<file path="src/rtl/dmsel_pkg.sv">
// Package: shared mode code type and class base codes for the DMA mode selector.
// Assumes the standard ATA transfer mode numbering (class base plus mode index).
package dmsel_pkg;
    typedef logic [7:0] mode_t;

    localparam mode_t SW_BASE   = 8'h10;
    localparam mode_t MW_BASE   = 8'h20;
    localparam mode_t UDMA_BASE = 8'h40;
    localparam int    NUM_CLASS = 3;

    // Class index in priority order: 0 fastest (UltraDMA), 2 slowest (single-word).
    function automatic mode_t class_base(input int cls);
        case (cls)
            0:       class_base = UDMA_BASE;
            1:       class_base = MW_BASE;
            default: class_base = SW_BASE;
        endcase
    endfunction
endpackage

</file>
<file path="src/rtl/dmsel_masks.sv">
// Module: forms the usable-mode mask of each DMA class from drive words, host
// masks and field-valid flags, applying the cable limit and legacy decoding.
// Assumes MASK_W <= 8 and that mask bit i stands for mode i of its class.
module dmsel_masks
    import dmsel_pkg::*;
#(
    parameter int MASK_W        = 8,
    parameter int UDMA_SLOW_N   = 3,
    parameter int UDMA_FAST_TOP = 6,
    parameter int LEGACY_MAX    = 2
) (
    input  logic [2:1]        fv_word,
    input  mode_t             req_mode,
    input  logic [MASK_W-1:0] drv_udma,
    input  logic [MASK_W-1:0] drv_mwdma,
    input  logic [MASK_W-1:0] drv_swdma,
    input  mode_t             drv_legacy_sw,
    input  logic [MASK_W-1:0] host_udma,
    input  logic [MASK_W-1:0] host_mwdma,
    input  logic [MASK_W-1:0] host_swdma,
    input  logic              cable80,
    output logic [MASK_W-1:0] udma_mask,
    output logic [MASK_W-1:0] mw_mask,
    output logic [MASK_W-1:0] sw_mask
);
    // Builds a mask with bits lo..hi set, clipped to the mask width.
    function automatic logic [MASK_W-1:0] span_mask(input int lo, input int hi);
        span_mask = '0;
        for (int i = 0; i < MASK_W; i++) begin
            if (i >= lo && i <= hi) span_mask[i] = 1'b1;
        end
    endfunction

    localparam logic [MASK_W-1:0] SLOW_KEEP   = span_mask(0, UDMA_SLOW_N - 1);
    localparam logic [MASK_W-1:0] FAST_BITS   = span_mask(UDMA_SLOW_N, UDMA_FAST_TOP);
    localparam mode_t             CABLE_LIMIT = UDMA_BASE + mode_t'(UDMA_SLOW_N - 1);

    logic [MASK_W-1:0] udma_raw;
    logic [MASK_W-1:0] legacy_mask;
    logic              legacy_ok;
    logic              cable_cut;

    // Raw UltraDMA mask, gated by the UltraDMA word-valid flag.
    assign udma_raw  = fv_word[2] ? (host_udma & drv_udma) : '0;
    // Cable limit applies only when fast modes are requested and present.
    assign cable_cut = (req_mode > CABLE_LIMIT) && |(udma_raw & FAST_BITS) && !cable80;

    // Final UltraDMA mask after the cable limit.
    always_comb begin
        udma_mask = cable_cut ? (udma_raw & SLOW_KEEP) : udma_raw;
    end

    // Multiword mask, gated by the DMA word-valid flag.
    assign mw_mask = fv_word[1] ? (host_mwdma & drv_mwdma) : '0;

    // Legacy single-word mode number is usable only in 1..LEGACY_MAX.
    assign legacy_ok = (drv_legacy_sw != '0) && (drv_legacy_sw <= mode_t'(LEGACY_MAX));

    // Legacy mode number decoded to a mask of all modes up to it.
    for (genvar g = 0; g < MASK_W; g++) begin : g_legacy
        if (g <= LEGACY_MAX) begin : g_live
            assign legacy_mask[g] = legacy_ok && (drv_legacy_sw >= mode_t'(g));
        end else begin : g_dead
            assign legacy_mask[g] = 1'b0;
        end
    end

    // Single-word mask: drive word when valid, otherwise decoded legacy field.
    always_comb begin
        if (fv_word[1]) sw_mask = host_swdma & drv_swdma;
        else            sw_mask = host_swdma & legacy_mask;
    end
endmodule

</file>
<file path="src/rtl/dmsel_pick.sv">
// Module: picks the first qualifying class in priority order, takes its highest
// mode, clamps to the request and blocks non-disk devices when told to.
// Assumes class masks arrive in priority order (UltraDMA, multiword, single-word).
module dmsel_pick
    import dmsel_pkg::*;
#(
    parameter int MASK_W = 8
) (
    input  logic [MASK_W-1:0] udma_mask,
    input  logic [MASK_W-1:0] mw_mask,
    input  logic [MASK_W-1:0] sw_mask,
    input  mode_t             req_mode,
    input  logic              atapi_block,
    output mode_t             sel_mode
);
    // Index of the highest set bit, 0 for an empty mask.
    function automatic mode_t top_bit(input logic [MASK_W-1:0] m);
        top_bit = '0;
        for (int i = 0; i < MASK_W; i++) begin
            if (m[i]) top_bit = mode_t'(i);
        end
    endfunction

    logic [MASK_W-1:0] cls_mask [NUM_CLASS];
    logic              cls_en   [NUM_CLASS];
    mode_t             cls_cand [NUM_CLASS];
    mode_t             raw_mode;

    assign cls_mask[0] = udma_mask;
    assign cls_mask[1] = mw_mask;
    assign cls_mask[2] = sw_mask;

    // Per-class qualification and candidate code.
    for (genvar c = 0; c < NUM_CLASS; c++) begin : g_cls
        localparam mode_t BASE = class_base(c);
        assign cls_en[c]   = (req_mode >= BASE) && (cls_mask[c] != '0);
        assign cls_cand[c] = BASE + top_bit(cls_mask[c]);
    end

    // Priority choice: first qualifying class in order wins.
    always_comb begin
        raw_mode = '0;
        for (int c = NUM_CLASS - 1; c >= 0; c--) begin
            if (cls_en[c]) raw_mode = cls_cand[c];
        end
    end

    // Clamp to the request, then apply the non-disk block.
    always_comb begin
        if (atapi_block)            sel_mode = '0;
        else if (raw_mode > req_mode) sel_mode = req_mode;
        else                        sel_mode = raw_mode;
    end
endmodule

</file>
<file path="src/rtl/dma_mode_select.sv">
// Module: top of the DMA transfer mode selector. Samples all inputs on a start
// strobe and registers the chosen mode code with a one-cycle valid pulse.
// Assumes inputs are stable at the clock edge where start is high.
module dma_mode_select
    import dmsel_pkg::*;
#(
    parameter int MASK_W        = 8,
    parameter int UDMA_SLOW_N   = 3,
    parameter int UDMA_FAST_TOP = 6,
    parameter int LEGACY_MAX    = 2
) (
    input  logic              clk,
    input  logic              rst_n,
    input  logic              start,
    input  logic [2:1]        fv_word,
    input  logic [MASK_W-1:0] drv_udma,
    input  logic [MASK_W-1:0] drv_mwdma,
    input  logic [MASK_W-1:0] drv_swdma,
    input  logic [7:0]        drv_legacy_sw,
    input  logic [MASK_W-1:0] host_udma,
    input  logic [MASK_W-1:0] host_mwdma,
    input  logic [MASK_W-1:0] host_swdma,
    input  logic              cable80,
    input  logic              non_disk,
    input  logic              host_no_atapi_dma,
    input  logic [7:0]        req_mode,
    output logic              mode_valid,
    output logic [7:0]        mode_out
);
    logic [MASK_W-1:0] udma_mask;
    logic [MASK_W-1:0] mw_mask;
    logic [MASK_W-1:0] sw_mask;
    mode_t             sel_mode;

    dmsel_masks #(
        .MASK_W        (MASK_W),
        .UDMA_SLOW_N   (UDMA_SLOW_N),
        .UDMA_FAST_TOP (UDMA_FAST_TOP),
        .LEGACY_MAX    (LEGACY_MAX)
    ) u_masks (
        .fv_word       (fv_word),
        .req_mode      (req_mode),
        .drv_udma      (drv_udma),
        .drv_mwdma     (drv_mwdma),
        .drv_swdma     (drv_swdma),
        .drv_legacy_sw (drv_legacy_sw),
        .host_udma     (host_udma),
        .host_mwdma    (host_mwdma),
        .host_swdma    (host_swdma),
        .cable80       (cable80),
        .udma_mask     (udma_mask),
        .mw_mask       (mw_mask),
        .sw_mask       (sw_mask)
    );

    dmsel_pick #(
        .MASK_W (MASK_W)
    ) u_pick (
        .udma_mask   (udma_mask),
        .mw_mask     (mw_mask),
        .sw_mask     (sw_mask),
        .req_mode    (req_mode),
        .atapi_block (non_disk && host_no_atapi_dma),
        .sel_mode    (sel_mode)
    );

    // Result register: capture on start, pulse valid for one cycle.
    always_ff @(posedge clk) begin
        if (!rst_n) begin
            mode_valid <= 1'b0;
            mode_out   <= '0;
        end else begin
            mode_valid <= start;
            if (start) mode_out <= sel_mode;
        end
    end
endmodule

</file>
<file path="config.mk">
export PLATFORM = sky130hd
export DESIGN_NAME = dma_mode_select
export DESIGN_NICKNAME = d
export VERILOG_FILES = /design/src/rtl/dmsel_pkg.sv /design/src/rtl/dmsel_masks.sv /design/src/rtl/dmsel_pick.sv /design/src/rtl/dma_mode_select.sv
export SDC_FILE = /design/constraint.sdc
export NUM_CORES = 1
export LEC_CHECK = 0
export BUFFER_PORTS_ARGS = -buffer_cell sky130_fd_sc_hd__buf_4
export CORE_ASPECT_RATIO = 1.1
export CORE_MARGIN = 4
export CORE_UTILIZATION = 30
export CTS_CLUSTER_SIZE = 30
export DETAILED_ROUTE_END_ITERATION = 8
export MAX_ROUTING_LAYER = met4
export PLACE_DENSITY = 0.74
export REMOVE_ABC_BUFFERS = 1
export SLEW_MARGIN = 10
export SYNTH_ARGS = -nofsm -noshare
export SYNTH_HDL_FRONTEND = slang
export SYNTH_SLANG_ARGS = --single-unit
</file>
<file path="constraint.sdc">
create_clock -name clk -period 2.8 [get_ports clk]
set_input_delay 0.14 -clock clk [delete_from_list [all_inputs] [get_ports clk]]
set_output_delay 0.14 -clock clk [all_outputs]
set_load 0.01 [all_outputs]
</file>
# After elaboration in Yosys (flattened, before gate mapping)

Index checks and enable logic that the tools add are counted.

Flip-flop bits (word level): 9
Input port bits: 72
Output and inout bits: 9
Logic and storage cells: 64

Add/sub/neg operators: 3
$lt $le $gt $ge: 9
Mux-type cells: 30
Bitwise logic cells: 4
Reductions and logical operators: 16

Operators with widths:

| cell                | count |
|---|---|
| $mux 8              | 9 |
| $mux 3              | 12 |
| $reduce_bool 8->1   | 4 |
| $and 8x8->8         | 3 |
| $ge 8x1->1 const B  | 2 |
| $mux 2              | 6 |
| $logic_and 1x1->1   | 10 |
| $add 7x3->8 const A | 1 |
| $and 8x3->8         | 1 |
| $ge 8x2->1 const B  | 1 |
| $ge 8x5->1 const B  | 1 |
| $ge 8x6->1 const B  | 1 |
| $ge 8x7->1 const B  | 1 |
| $gt 8x7->1 const B  | 1 |
| $gt 8x8->1          | 1 |
| $le 8x2->1 const B  | 1 |
| $add 6x3->7 const A | 1 |
| $add 5x3->6 const A | 1 |
| $reduce_or 4->1     | 1 |
| $mux 1              | 3 |
| $logic_not 1->1     | 1 |

# Depth between registers and ports, before layout

Gate-level depths: netlist (run 1).

Depth in word-level cells: 19
Depth in mapped cells: 14
Depth with buffers taken out: 14

# By module

A second synthesis (run 1) with hierarchy kept.

Cell total of the unflattened synthesis: 160
Area total of the unflattened synthesis: 1,221.2 um^2

Modules (own cells, without submodules):

| module          | instances | cells an instance | area each (um^2) | sequential area each (um^2) |
|---|---|---|---|---|
| dmsel_pick      | 1         | 89                | 606.8            | 0.0 |
| dma_mode_select | 1         | 28                | 335.3            | 180.2 |
| dmsel_masks     | 1         | 43                | 279.0            | 0.0 |

# Least setup slack after synthesis (run 1)

OpenSTA, ideal clock, no wires.

Kind: in2reg
From: input drv_legacy_sw[3]
To: register mode_out[4]
Setup time: 0.122 ns
Data arrival time: 2.719 ns
Required time: 2.678 ns
Path slack: -0.041 ns
Stages on the path: 12
Path buffers: 0
Cell sequence: or4_4 > nor4_4 > o221ai_1 > a31o_1 > o221ai_2 > o21ai_1 > ha_1 > nand3b_1 > a21o_1 > a211oi_2 > nor2_1 > a221o_1

Longest elaborated chain between the ends: 19
Elaborated cells on any way between the ends: 27
Those cells by class: add/sub: 1; order compare: 5; mux: 13; bitwise: 1; reduce/logical: 7

RTL lines:

| what                                            | line                  | RTL |
|---|---|---|
| from (decl)                                     | dma_mode_select.sv:19 | `input logic [7:0] drv_legacy_sw,` |
| $le 8x2->1 or $reduce_bool 8->1 (tied branches) | dmsel_masks.sv:57     | `assign legacy_ok = (drv_legacy_sw != '0) && (drv_legacy_sw <= mode_t'(LEGACY_MAX));` |
| $logic_and 1x1->1                               | dmsel_masks.sv:57     |  |
| $logic_and 1x1->1                               | dmsel_masks.sv:62     | `assign legacy_mask[g] = legacy_ok && (drv_legacy_sw >= mode_t'(g));` |
| $and 8x3->8 (*)                                 | dmsel_masks.sv:71     | `else sw_mask = host_swdma & legacy_mask;` |
| $mux 8 (*)                                      | dmsel_masks.sv:70     | `if (fv_word[1]) sw_mask = host_swdma & drv_swdma;` |
| $mux 1                                          | dmsel_pick.sv:20      | `if (m[i]) top_bit = mode_t'(i);` |
| $mux 2 (2 in series)                            | dmsel_pick.sv:20      |  |
| $mux 3 (4 in series)                            | dmsel_pick.sv:20      |  |
| $add 5x3->6                                     | dmsel_pick.sv:37      | `assign cls_cand[c] = BASE + top_bit(cls_mask[c]);` |
| $mux 8 (*) (3 in series)                        | dmsel_pick.sv:44      | `if (cls_en[c]) raw_mode = cls_cand[c];` |
| $gt 8x8->1                                      | dmsel_pick.sv:51      | `else if (raw_mode > req_mode) sel_mode = req_mode;` |
| $mux 8 (*)                                      | dmsel_pick.sv:51      |  |
| $mux 8 (*)                                      | dmsel_pick.sv:50      | `if (atapi_block) sel_mode = '0;` |
| to (signal assigned)                            | dma_mode_select.sv:74 | `if (start) mode_out <= sel_mode;` |
| to (decl)                                       | dma_mode_select.sv:28 | `output logic [7:0] mode_out` |

Every way passes the cells marked *; elsewhere a longest branch is shown, timed or not.
A chain may end at the register's enable or synchronous reset.

# Worst setup path after layout (run 1)

Ends and elaborated chain as after synthesis.

==> results of run 1 <==
placed cells by master (no fill, tap or decap), drive strengths merged, types with 4 or more instances in the layout:
cell type  synthesis  layout
a21o               4       4
a21oi             11      11
a22o               7       7
a22oi              4       4
and2               8       8
buf                1      97
clkbuf             1       4
dfxtp              9       9
ha                 6       6
inv                8       8
nand2             26      26
nand3              6       6
nor2               8       8
o21ai              5       5
o221ai             4       4
metrics by stage:
step	setup TNS, ps	cell area (sq um)	power (mW)	utilization [%]	std cells
finish	0	2010	0.582	54.4	302
global route	-360	2010	0.622	54.4	302
floorplan	-50.7	1140	0.268	-	151
global placement	-497	1920	0.419	52.0	296
CTS	0	1970	0.575	53.4	301
detailed placement	-1160	1920	0.424	52.0	296
layout make-up:
cell class,count,share of cell area (%)
flip-flops and latches,9,8.98
clock buffers,4,2.25
multi-input cells,134,47.3
repair buffers,97,36.9
well taps,50,3.12
inverters,8,1.50
flip-flops by register name, summed over array words and instances (netlist names):
name	count
mode_out	8
mode_valid	1
synthesized netlist by cell type (2+ instances only):
master / number / area share (%)
sky130_fd_sc_hd__a31o_1: 2 / 1.5
sky130_fd_sc_hd__o22ai_1: 2 / 1.1
sky130_fd_sc_hd__a221o_1: 2 / 1.7
sky130_fd_sc_hd__a32o_1: 3 / 2.6
sky130_fd_sc_hd__nand3_1: 6 / 2.6
sky130_fd_sc_hd__nor2b_1: 3 / 1.6
sky130_fd_sc_hd__a22oi_1: 4 / 2.6
sky130_fd_sc_hd__dfxtp_1: 9 / 16
sky130_fd_sc_hd__nand2_1: 26 / 8.5
sky130_fd_sc_hd__a211oi_2: 3 / 3.3
sky130_fd_sc_hd__a22o_1: 7 / 5.3
sky130_fd_sc_hd__and2_1: 7 / 3.8
sky130_fd_sc_hd__o21ai_1: 4 / 1.7
sky130_fd_sc_hd__inv_1: 7 / 2.3
sky130_fd_sc_hd__a31oi_1: 2 / 1.1
sky130_fd_sc_hd__o32a_1: 2 / 1.7
sky130_fd_sc_hd__mux2i_1: 2 / 1.7
sky130_fd_sc_hd__a21o_1: 4 / 2.6
sky130_fd_sc_hd__nor2_1: 7 / 2.3
sky130_fd_sc_hd__a21oi_1: 11 / 4.8
sky130_fd_sc_hd__ha_1: 6 / 6.5
sky130_fd_sc_hd__o221ai_1: 3 / 2.3
kinds of logic after synthesis:
family                     after synthesis
AOI/OAI and AO/OA                       62
adders and majority gates                6
buffers and inverters                   10
DFF                                      9
muxes                                    2
and+or+nand+nor                         64
power by group through the flow:
| stage | Sequential, mW | Clock [mW] | Combinational, mW |
|---|---|---|---|
| 4_1_cts | 0.139 | 0.151 | 0.285 |
| 6_report | 0.139 | 0.148 | 0.294 |
| 3_3_place_gp | 0.141 | 0 | 0.278 |
| 5_1_grt | 0.140 | 0.160 | 0.322 |
| 2_1_floorplan | 0.144 | 0 | 0.123 |
| 3_5_place_dp | 0.141 | 0 | 0.282 |
worst max-delay path by stage:
stage | startpoint | endpoint | slack (ps) | depth (start not counted)
after floorplan | drv_legacy_sw[3] | mode_out[4] | -40 | 12
after global placement | drv_legacy_sw[3] | mode_out[4] | -130 | 14
after detailed placement | drv_legacy_sw[3] | mode_out[4] | -240 | 14
after CTS | drv_legacy_sw[3] | mode_out[4] | 1 | 14
after global routing | drv_legacy_sw[3] | mode_out[4] | -110 | 14
final | drv_legacy_sw[3] | mode_out[4] | 50 | 14
metal layers:
metal / routed length [um] / global-route usage, % / vias to the layer above
met5: 0 / - / -
met4: 36 / 4.73 / 0
met3: 299 / 1.85 / 4
met2: 1880 / 28.3 / 58
met1: 1570 / 18.1 / 677
li1: - / - / 796
timing repair:
item	CTS	global route
setup buffers	1	1
pin swaps	0	2
hold buffers	0	0
endpoints found under the setup margin	1	7
gates resized for setup	0	8
==> run_results.csv, run 1 <==
group,metric,value,unit
timing,post_route_skew,0,ps
cells_and_area,antenna-diode-count,0,
place,dp_hpwl,3360,um
global_route,grt_first_pass_wirelength,6000,um
worst_setup_path,critical_path_arrival,2870,ps
power_and_ir_drop,comb_power_share,50.6,%
yosys,yosysWarnings,0,
timing,worst-slew-pin-transition,572,ps
floorplanning,die_area,4890,sq um
cts,max-clock-path-buffers,2,
floorplanning,die_height,73.0,um
worst_setup_path,timing.critical_path.required,2920,ps
worst_setup_path,regToRegEndpoint,"mode_out[0]",
yosys,flop_and_latch_count_out_of_synthesis,9,
min_path,holdPathEnd,"mode_out[3]",
min_path,hold-path-cell-count,2,
timing,timing.final.max_slew_violations,0,
worst_setup_path,worst_r2r_path_depth,4,
floorplanning,die_w,67.1,um
routing,drt_iter0_markers,67,
yosys,synth.area.mux_share,1.74,%
routing,drc,0,
place,dp_worst_setup_slack,-237,ps
routing,detail_route.wirelength,3780,um
worst_setup_path,endpoint_kind,"flip-flop",
min_path,worst_hold_startpoint,"req_mode[3]",
worst_setup_path,crit_path_cell_trace,"buf_6, or4_4, nor4_4, o221ai_2, a31o_1, o221ai_2, o21ai_1, ha_2, nand3b_1, a21o_1, a211oi_2, buf_4, nor2_1, a221o_1",
worst_setup_path,criticalPathCategory,"in -> reg",
routing,firstDrtPassIters,4,
yosys,postSynthAreaPerCell,7.52,sq um
routing,antenna_violating_nets_post_route,0,
place,place.port_buffers,80,
yosys,synth_compound_area_share,42.8,%
timing,period_share,98.3,%
cells_and_area,final.fill_count,372,
yosys,synth_top_flop_cell,"sky130_fd_sc_hd__dfxtp_1",
yosys,mappedNetlistArea,1150,sq um
global_route,number_of_global_route_vias_before_repair,1466,
floorplanning,num_io_pins,81,
power_and_ir_drop,power.share.sequential,23.9,%
timing,finalHoldWorstSlack,152,ps
cells_and_area,nets,331,
power_and_ir_drop,lkg_pwr,0.978,nW
worst_setup_path,critPathBufInv,2,
cells_and_area,syn2layout_area_growth,74.2,%
floorplanning,row_count,23,
power_and_ir_drop,cellInternalPower,402,uW
global_route,grt_max_degree,10,
min_path,class_of_the_tightest_hold_or_removal_check,"in -> reg",
worst_setup_path,setup.worst_path.start_class,"input port",
place,gp_congestion,0.854,
timing,timing.slew.headroom,61.8,%
flow_run,max_cap_violations,0,
yosys,post_synth_xor_area_fraction,0,%
timing,setup_viol,0,
cts,cts_tree,"yes",
floorplanning,start_util,31.2,%
global_route,global_route_overflow,0,
global_route,antenna_found_initial,0,
power_and_ir_drop,clock_power_share,25.5,%
power_and_ir_drop,power_per_cell_area,290,nW/um^2
cts,clock-sinks,9,
cells_and_area,area_occupied_by_multi_input_gates,948,sq um
yosys,synth-simple-area-share,29.7,%
yosys,number_of_enable_flip_flop_cells_after_synthesis,0,
power_and_ir_drop,switching_power,180,uW
worst_setup_path,master_of_the_slowest_instance_on_the_critical_path,"sky130_fd_sc_hd__or4_4",
timing,period_needed,2750,ps
cts,cts_made_buffers,3,
yosys,main_combinational_cell_family_by_area_after_synthesis,"compound AO/OA/AOI/OAI gates",
floorplanning,total_core_area,3680,sq um
yosys,postSynthCellCount,153,
cts,clk_transition_reported_paths,40,ps
yosys,yosys.cell_types.count,53,
worst_setup_path,critical_path_s_top_delay_family,"compound AO/OA/AOI/OAI gates",
cells_and_area,seqCellArea,180,sq um
routing,viasPerCell,5.08,
worst_setup_path,cp_slowest_stage_delay,550,ps
timing,fmaxAchievable,0.363,GHz
global_route,grt.total_usage,15.8,%
power_and_ir_drop,worst_ir_drop_vdd,115,uV
worst_setup_path,critical_path.reg2reg.startpoint,"mode_out[0]",
cts,insertion_delay,230,ps
timing,grt_setup_unrepaired,"yes",
cells_and_area,drive_above_1_share,46.8,%
timing,timing_hold_violations_final,0,
timing,fin_ws,48.4,ps
yosys,yosys.area_share.adder,6.52,%
outcome,run_status,"complete, no violations",
routing,vias,1535,
yosys,synth-seq-area-share,15.7,%
worst_setup_path,crit_path_frequent_cell,"sky130_fd_sc_hd__o221ai_2",
cts,htree_num_levels,1,
power_and_ir_drop,power.share.switching,30.9,%
worst_setup_path,timing.critical_path.fanout_max,8,
routing,routed_wire_length_per_instance,12.5,um
worst_setup_path,rrSetupSlack,1670,ps
cts,cts-root-buf,"sky130_fd_sc_hd__clkbuf_8",
yosys,async_reset_ff_share,0,%
No activity file was read; power rests on OpenSTA's default activity.
==> run 2, diff against run 1 <==
- CORE_ASPECT_RATIO: 1.1 -> 1.5
==> run 2 against run 1 <==
The flow now finishes with violations (setup timing); clock power barely moved; design area is 1.7% lower; via count is 0.26% higher; first-iteration DRC count shrank 55%; final cell count decreased by 3.0%; clock-buffer cell count is the same; sequential cell count did not move; non-clock buffer count down 2; register-to-register slack worse by 70 ps; largest cell class unchanged; setup slack got worse by 58 ps; fmax is 2.1% lower.
==> run_results.csv, run 2 (synthesis gave the netlist of run 1 again) <==
group,metric,value,unit
timing,timing.slew.headroom,60.6,%
worst_setup_path,setup.worst_path.start_class,"input port",
place,gp_congestion,0.912,
global_route,grt_max_degree,10,
cts,cts_tree,"yes",
min_path,class_of_the_tightest_hold_or_removal_check,"in -> reg",
power_and_ir_drop,power_per_cell_area,291,nW/um^2
timing,post_route_skew,0,ps
global_route,grt_first_pass_wirelength,5870,um
power_and_ir_drop,switching_power,177,uW
global_route,antenna_found_initial,0,
cells_and_area,layout.cells.most_common_list,"sky130_fd_sc_hd__buf_4, sky130_fd_sc_hd__nand2_1, sky130_fd_sc_hd__a21oi_1, sky130_fd_sc_hd__dfxtp_1",
cells_and_area,post-route-util,53.6,%
power_and_ir_drop,power.total,574,uW
cts,htree_num_levels,1,
worst_setup_path,master_of_the_slowest_instance_on_the_critical_path,"sky130_fd_sc_hd__or4_4",
outcome,run_status,"finished with violations",
worst_setup_path,timing.critical_path.required,2920,ps
routing,vias,1539,
timing,period_needed,2810,ps
cells_and_area,syn2layout_area_growth,71.3,%
timing,period_share,100,%
routing,detail_route.wirelength,3870,um
cells_and_area,biggestRegsByFlops,"mode_out x8, mode_valid x1",
global_route,grt.total_usage,15.2,%
worst_setup_path,criticalPathCategory,"in -> reg",
flow_run,max_cap_violations,0,
floorplanning,die_height,83.9,um
worst_setup_path,critical_path_arrival,2930,ps
timing,setup_viol,1,
power_and_ir_drop,lkg_pwr,0.966,nW
global_route,number_of_global_route_vias_before_repair,1498,
cells_and_area,drive_above_1_share,46.0,%
cells_and_area,final_common_cell,"sky130_fd_sc_hd__buf_4",
routing,antenna_violating_nets_post_route,0,
floorplanning,row_count,27,
routing,firstDrtPassIters,4,
timing,grt_setup_unrepaired,"yes",
floorplanning,start_util,31.3,%
cts,max-clock-path-buffers,2,
timing,fin_ws,-9.44,ps
cts,cts_made_buffers,3,
worst_setup_path,endpoint_kind,"flip-flop",
cts,clk_transition_reported_paths,40,ps
routing,routed_wire_length_per_instance,13.2,um
power_and_ir_drop,power.share.switching,30.8,%
power_and_ir_drop,power.share.sequential,24.2,%
power_and_ir_drop,cellInternalPower,397,uW
timing,timing_hold_violations_final,0,
routing,drt_iter0_markers,30,
cells_and_area,regMostFlops,"mode_out",
place,dp_hpwl,3330,um
global_route,global_route_overflow,0,
cts,insertion_delay,230,ps
floorplanning,die_area,4910,sq um
timing,worst-slew-pin-transition,590,ps
cts,cts-root-buf,"sky130_fd_sc_hd__clkbuf_8",
routing,drc,0,
cells_and_area,nets,329,
power_and_ir_drop,worst_ir_drop_vdd,271,uV
floorplanning,total_core_area,3680,sq um
cells_and_area,antenna-diode-count,0,
outcome,failed_checks,"setup timing",
timing,fmaxAchievable,0.356,GHz
power_and_ir_drop,clock_power_share,25.3,%
cells_and_area,largest_register_ffs,8,
place,dp_worst_setup_slack,-182,ps
routing,viasPerCell,5.25,
timing,timing.final.max_slew_violations,0,
floorplanning,num_io_pins,81,
power_and_ir_drop,comb_power_share,50.4,%
worst_setup_path,crit_path_cell_trace,"buf_6, or4_4, nor4_4, o221ai_1, a31o_1, o221ai_2, o21ai_1, ha_2, nand3_2, nor2_2, a211oi_2, buf_4, a31o_1, o32a_1, o21a_1",
worst_setup_path,cp_slowest_stage_delay,550,ps
worst_setup_path,crit_path_frequent_cell,"sky130_fd_sc_hd__a31o_1",
worst_setup_path,timing.critical_path.fanout_max,2,
cts,clock-sinks,9,
place,place.port_buffers,80,
floorplanning,die_w,58.6,um
==> run 2: changes by cell type in the layout (fill, tap and decap cells not counted) <==
cell / delta
sky130_fd_sc_hd__buf_4: -1
sky130_fd_sc_hd__and2_1: +1
sky130_fd_sc_hd__buf_6: -1
sky130_fd_sc_hd__and2_4: -1
sky130_fd_sc_hd__nor2_1: -1
sky130_fd_sc_hd__o221ai_1: +1
sky130_fd_sc_hd__nor2_2: +1
sky130_fd_sc_hd__o221ai_2: -1
==> run 2: power by group through the flow <==
stage               Combinational, mW  Clock (mW)  Sequential [mW]
global route                    0.320       0.160            0.140
CTS                             0.281       0.151            0.139
floorplan                       0.123           0            0.144
finish                          0.290       0.145            0.139
global placement                0.277           0            0.141
detailed placement              0.280           0            0.142
==> run 2: timing repair <==
action,in CTS,in global routing
setup buffers,0,2
setup endpoints to repair,0,7
gates resized for setup,0,6
hold buffers,0,0
==> run 2: worst max-delay path, delay by kind of cell <==
| kind | cells | cell delay (ps) |
|---|---|---|
| adder cells (fa/ha/maj) | 1 | 330 |
| buffers and inverters | 2 | 220 |
| AO/OA/AOI/OAI | 8 | 1340 |
| AND/OR/NAND/NOR | 4 | 900 |
==> run 2: final timing paths <==
check | end | slack, ps | depth (start not counted) | startpoint
worst max-delay path | mode_out[0] | -9 | 15 | drv_legacy_sw[3]
worst min-delay path | mode_out[3] | 160 | 2 | req_mode[3]
worst max register to register | mode_out[0] | 1600 | 4 | mode_out[0]
worst min register to register | mode_out[6] | 460 | 2 | mode_out[6]
==> run 2: layout make-up <==
cell class	count	area (sq um)
multi-input cells	134	942
clock buffers	4	45.0
well taps	43	53.8
inverters	8	30.0
flip-flops and latches	9	180
repair buffers	95	721
fillers	375	1710
==> run 2: per-stage QoR <==
step	cell area [sq um]	TNS [ps]	hold slack, ps	instances
floorplan	1140	-50.7	266	151
global placement	1890	-498	388	287
detailed placement	1890	-791	391	287
CTS	1940	0	150	291
global route	1970	-544	147	293
finish	1970	-9.44	159	293
==> run 2: routing by layer <==
layer	track usage (%)	vias to the layer above	share of wire [%]
met2	28.7	50	55
met3	4.02	4	7.4
met4	4.54	0	1.1
met5	-	-	0
li1	-	792	-
met1	14.3	693	36
==> run 3, diff against run 2 <==
- CELL_PAD_IN_SITES_DETAIL_PLACEMENT: default -> 1
- CELL_PAD_IN_SITES_GLOBAL_PLACEMENT: default -> 1
- CORE_UTILIZATION: 30 -> 25
- PLACE_DENSITY: 0.74 -> 0.88
- SETUP_SLACK_MARGIN: default -> 0.3
==> run 3 against run 2 <==
The flow now finishes without violations; critical path depth increased by 1; sequential cell count did not move; sequential power about the same; utilization decreased by 8.1 points; fmax increased by 1.2%; non-clock buffer count rose by 3; setup slack better by 33 ps; worst hold slack got worse by 9.5 ps; clock-buffer cell count did not move; total power is 7.0% higher.
==> run_results.csv, run 3 (synthesis gave the netlist of run 1 again) <==
group,metric,value,unit
power_and_ir_drop,power.share.sequential,22.8,%
place,gp_congestion,0.931,
worst_setup_path,cp_slowest_stage_delay,540,ps
cells_and_area,syn2layout_area_growth,77.7,%
power_and_ir_drop,switching_power,204,uW
cts,clock-sinks,9,
timing,period_share,99.1,%
cells_and_area,seqCellArea,180,sq um
timing,timing.final.max_slew_violations,0,
global_route,global_route_overflow,0,
power_and_ir_drop,clock_power_share,24.9,%
global_route,grt_first_pass_wirelength,8040,um
cells_and_area,regMostFlops,"mode_out",
timing,finalHoldWorstSlack,150,ps
cells_and_area,drive_above_1_share,48.6,%
cts,cts-root-buf,"sky130_fd_sc_hd__clkbuf_8",
floorplanning,die_area,5780,sq um
timing,timing.slew.headroom,57.5,%
power_and_ir_drop,comb_power_share,52.3,%
cts,insertion_delay,230,ps
cells_and_area,final_common_cell,"sky130_fd_sc_hd__buf_4",
worst_setup_path,criticalPathCategory,"in -> reg",
power_and_ir_drop,cellInternalPower,411,uW
cts,max-clock-path-buffers,2,
worst_setup_path,endpoint_kind,"flip-flop",
power_and_ir_drop,power_per_cell_area,300,nW/um^2
timing,setup-tns-final,0,ps
routing,drc,0,
worst_setup_path,setup.worst_path.start_class,"input port",
cells_and_area,layout.cells.most_common_list,"sky130_fd_sc_hd__buf_4, sky130_fd_sc_hd__nand2_1, sky130_fd_sc_hd__a21oi_1, sky130_fd_sc_hd__dfxtp_1",
floorplanning,num_io_pins,81,
routing,antenna_violating_nets_post_route,0,
timing,setup_viol,0,
routing,vias,1623,
cts,htree_num_levels,1,
worst_setup_path,critical_path_arrival,2900,ps
timing,timing_hold_violations_final,0,
timing,grt_setup_unrepaired,"yes",
global_route,antenna_found_initial,0,
global_route,grt_max_degree,10,
cells_and_area,final_cells,301,
cts,cts_tree,"yes",
place,place.port_buffers,80,
cells_and_area,antenna-diode-count,0,
timing,fin_ws,23.9,ps
timing,post_route_skew,0,ps
routing,firstDrtPassIters,4,
cells_and_area,nets,332,
routing,viasPerCell,5.39,
min_path,hold-path-cell-count,2,
global_route,number_of_global_route_vias_before_repair,1823,
cts,cts_hold_buf,0,
worst_setup_path,timing.critical_path.required,2920,ps
place,dp_hpwl,4120,um
routing,detail_route.wirelength,5060,um
timing,worst-slew-pin-transition,636,ps
cells_and_area,largest_register_ffs,8,
worst_setup_path,master_of_the_slowest_instance_on_the_critical_path,"sky130_fd_sc_hd__or4_4",
timing,fmaxAchievable,0.360,GHz
worst_setup_path,timing.critical_path.fanout_max,8,
flow_run,max_cap_violations,0,
routing,drt_iter0_markers,34,
cts,cts_made_buffers,3,
global_route,grt.total_usage,17.3,%
power_and_ir_drop,lkg_pwr,0.980,nW
routing,routed_wire_length_per_instance,16.8,um
outcome,run_status,"complete, no violations",
floorplanning,die_height,91.1,um
power_and_ir_drop,worst_ir_drop_vdd,119,uV
cells_and_area,biggestRegsByFlops,"mode_out x8, mode_valid x1",
floorplanning,die_w,63.4,um
cts,clk_transition_reported_paths,50,ps
min_path,class_of_the_tightest_hold_or_removal_check,"in -> reg",
power_and_ir_drop,power.share.switching,33.1,%
timing,period_needed,2780,ps
place,dp_worst_setup_slack,-247,ps
power_and_ir_drop,power.total,615,uW
cells_and_area,area_occupied_by_multi_input_gates,983,sq um
worst_setup_path,crit_path_cell_trace,"buf_6, or4_4, nor4_4, o221ai_2, a31o_1, o221ai_2, o21ai_1, ha_2, nand3b_1, a21o_1, a211oi_2, buf_6, buf_4, a21oi_2, a21oi_1, a31oi_1",
place,dpl.cell_count,295,
floorplanning,total_core_area,4500,sq um
floorplanning,row_count,30,
worst_setup_path,worst_r2r_path_depth,4,
cells_and_area,final.fill_count,562,
floorplanning,start_util,25.6,%
run 3: worst max-delay path, delay by kind of cell:
kind | cells | cell delay (ps)
AOI/OAI and AO/OA | 9 | 1300
and+or+nand+nor | 3 | 870
buffers and inverters | 3 | 410
adders and majority gates | 1 | 180
run 3: power by group through the flow:
stage               registers [mW]  clock network, mW  logic [mW]
CTS                          0.140              0.155       0.300
finish                       0.140              0.153       0.322
detailed placement           0.142                  0       0.293
global placement             0.142                  0       0.283
floorplan                    0.144                  0       0.123
global route                 0.141              0.165       0.351
run 3: timing repair:
| action | in CTS | in global routing |
|---|---|---|
| setup endpoints to repair | 7 | 7 |
| resized for setup | 6 | 8 |
| gates cloned | 0 | 0 |
| hold endpoints to repair | 0 | 0 |
| pin swaps | 4 | 4 |
| setup buffers | 0 | 2 |
run 3: worst paths after layout:
check	from	to	slack [ps]
max	drv_legacy_sw[3]	mode_out[2]	20
min	req_mode[3]	mode_out[3]	150
max reg2reg	mode_out[0]	mode_out[0]	1630
min reg2reg	mode_out[7]	mode_out[7]	470
run 3: routing by layer:
| layer | wire length [um] | share of wire [%] | track usage [%] | vias up |
|---|---|---|---|---|
| li1 | - | - | - | 801 |
| met3 | 231 | 4.6 | 2.10 | 11 |
| met2 | 3030 | 60 | 36.1 | 50 |
| met4 | 119 | 2.4 | 4.50 | 0 |
| met5 | 0 | 0 | - | - |
| met1 | 1680 | 33 | 15.6 | 761 |
run 3: stage by stage:
stage                     instance area [sq um]  util [%]
after floorplan                            1140         -
after global placement                     1920      42.6
after detailed placement                   1920      42.6
after CTS                                  1990      44.1
after global routing                       2050      45.4
final                                      2050      45.4
run 3: cell type report:
class | instances | area share [%]
inverters | 8 | 1.47
well taps | 48 | 2.94
repair buffers | 98 | 36.5
flip-flops and latches | 9 | 8.81
multi-input cells | 134 | 48.1
clock buffers | 4 | 2.20
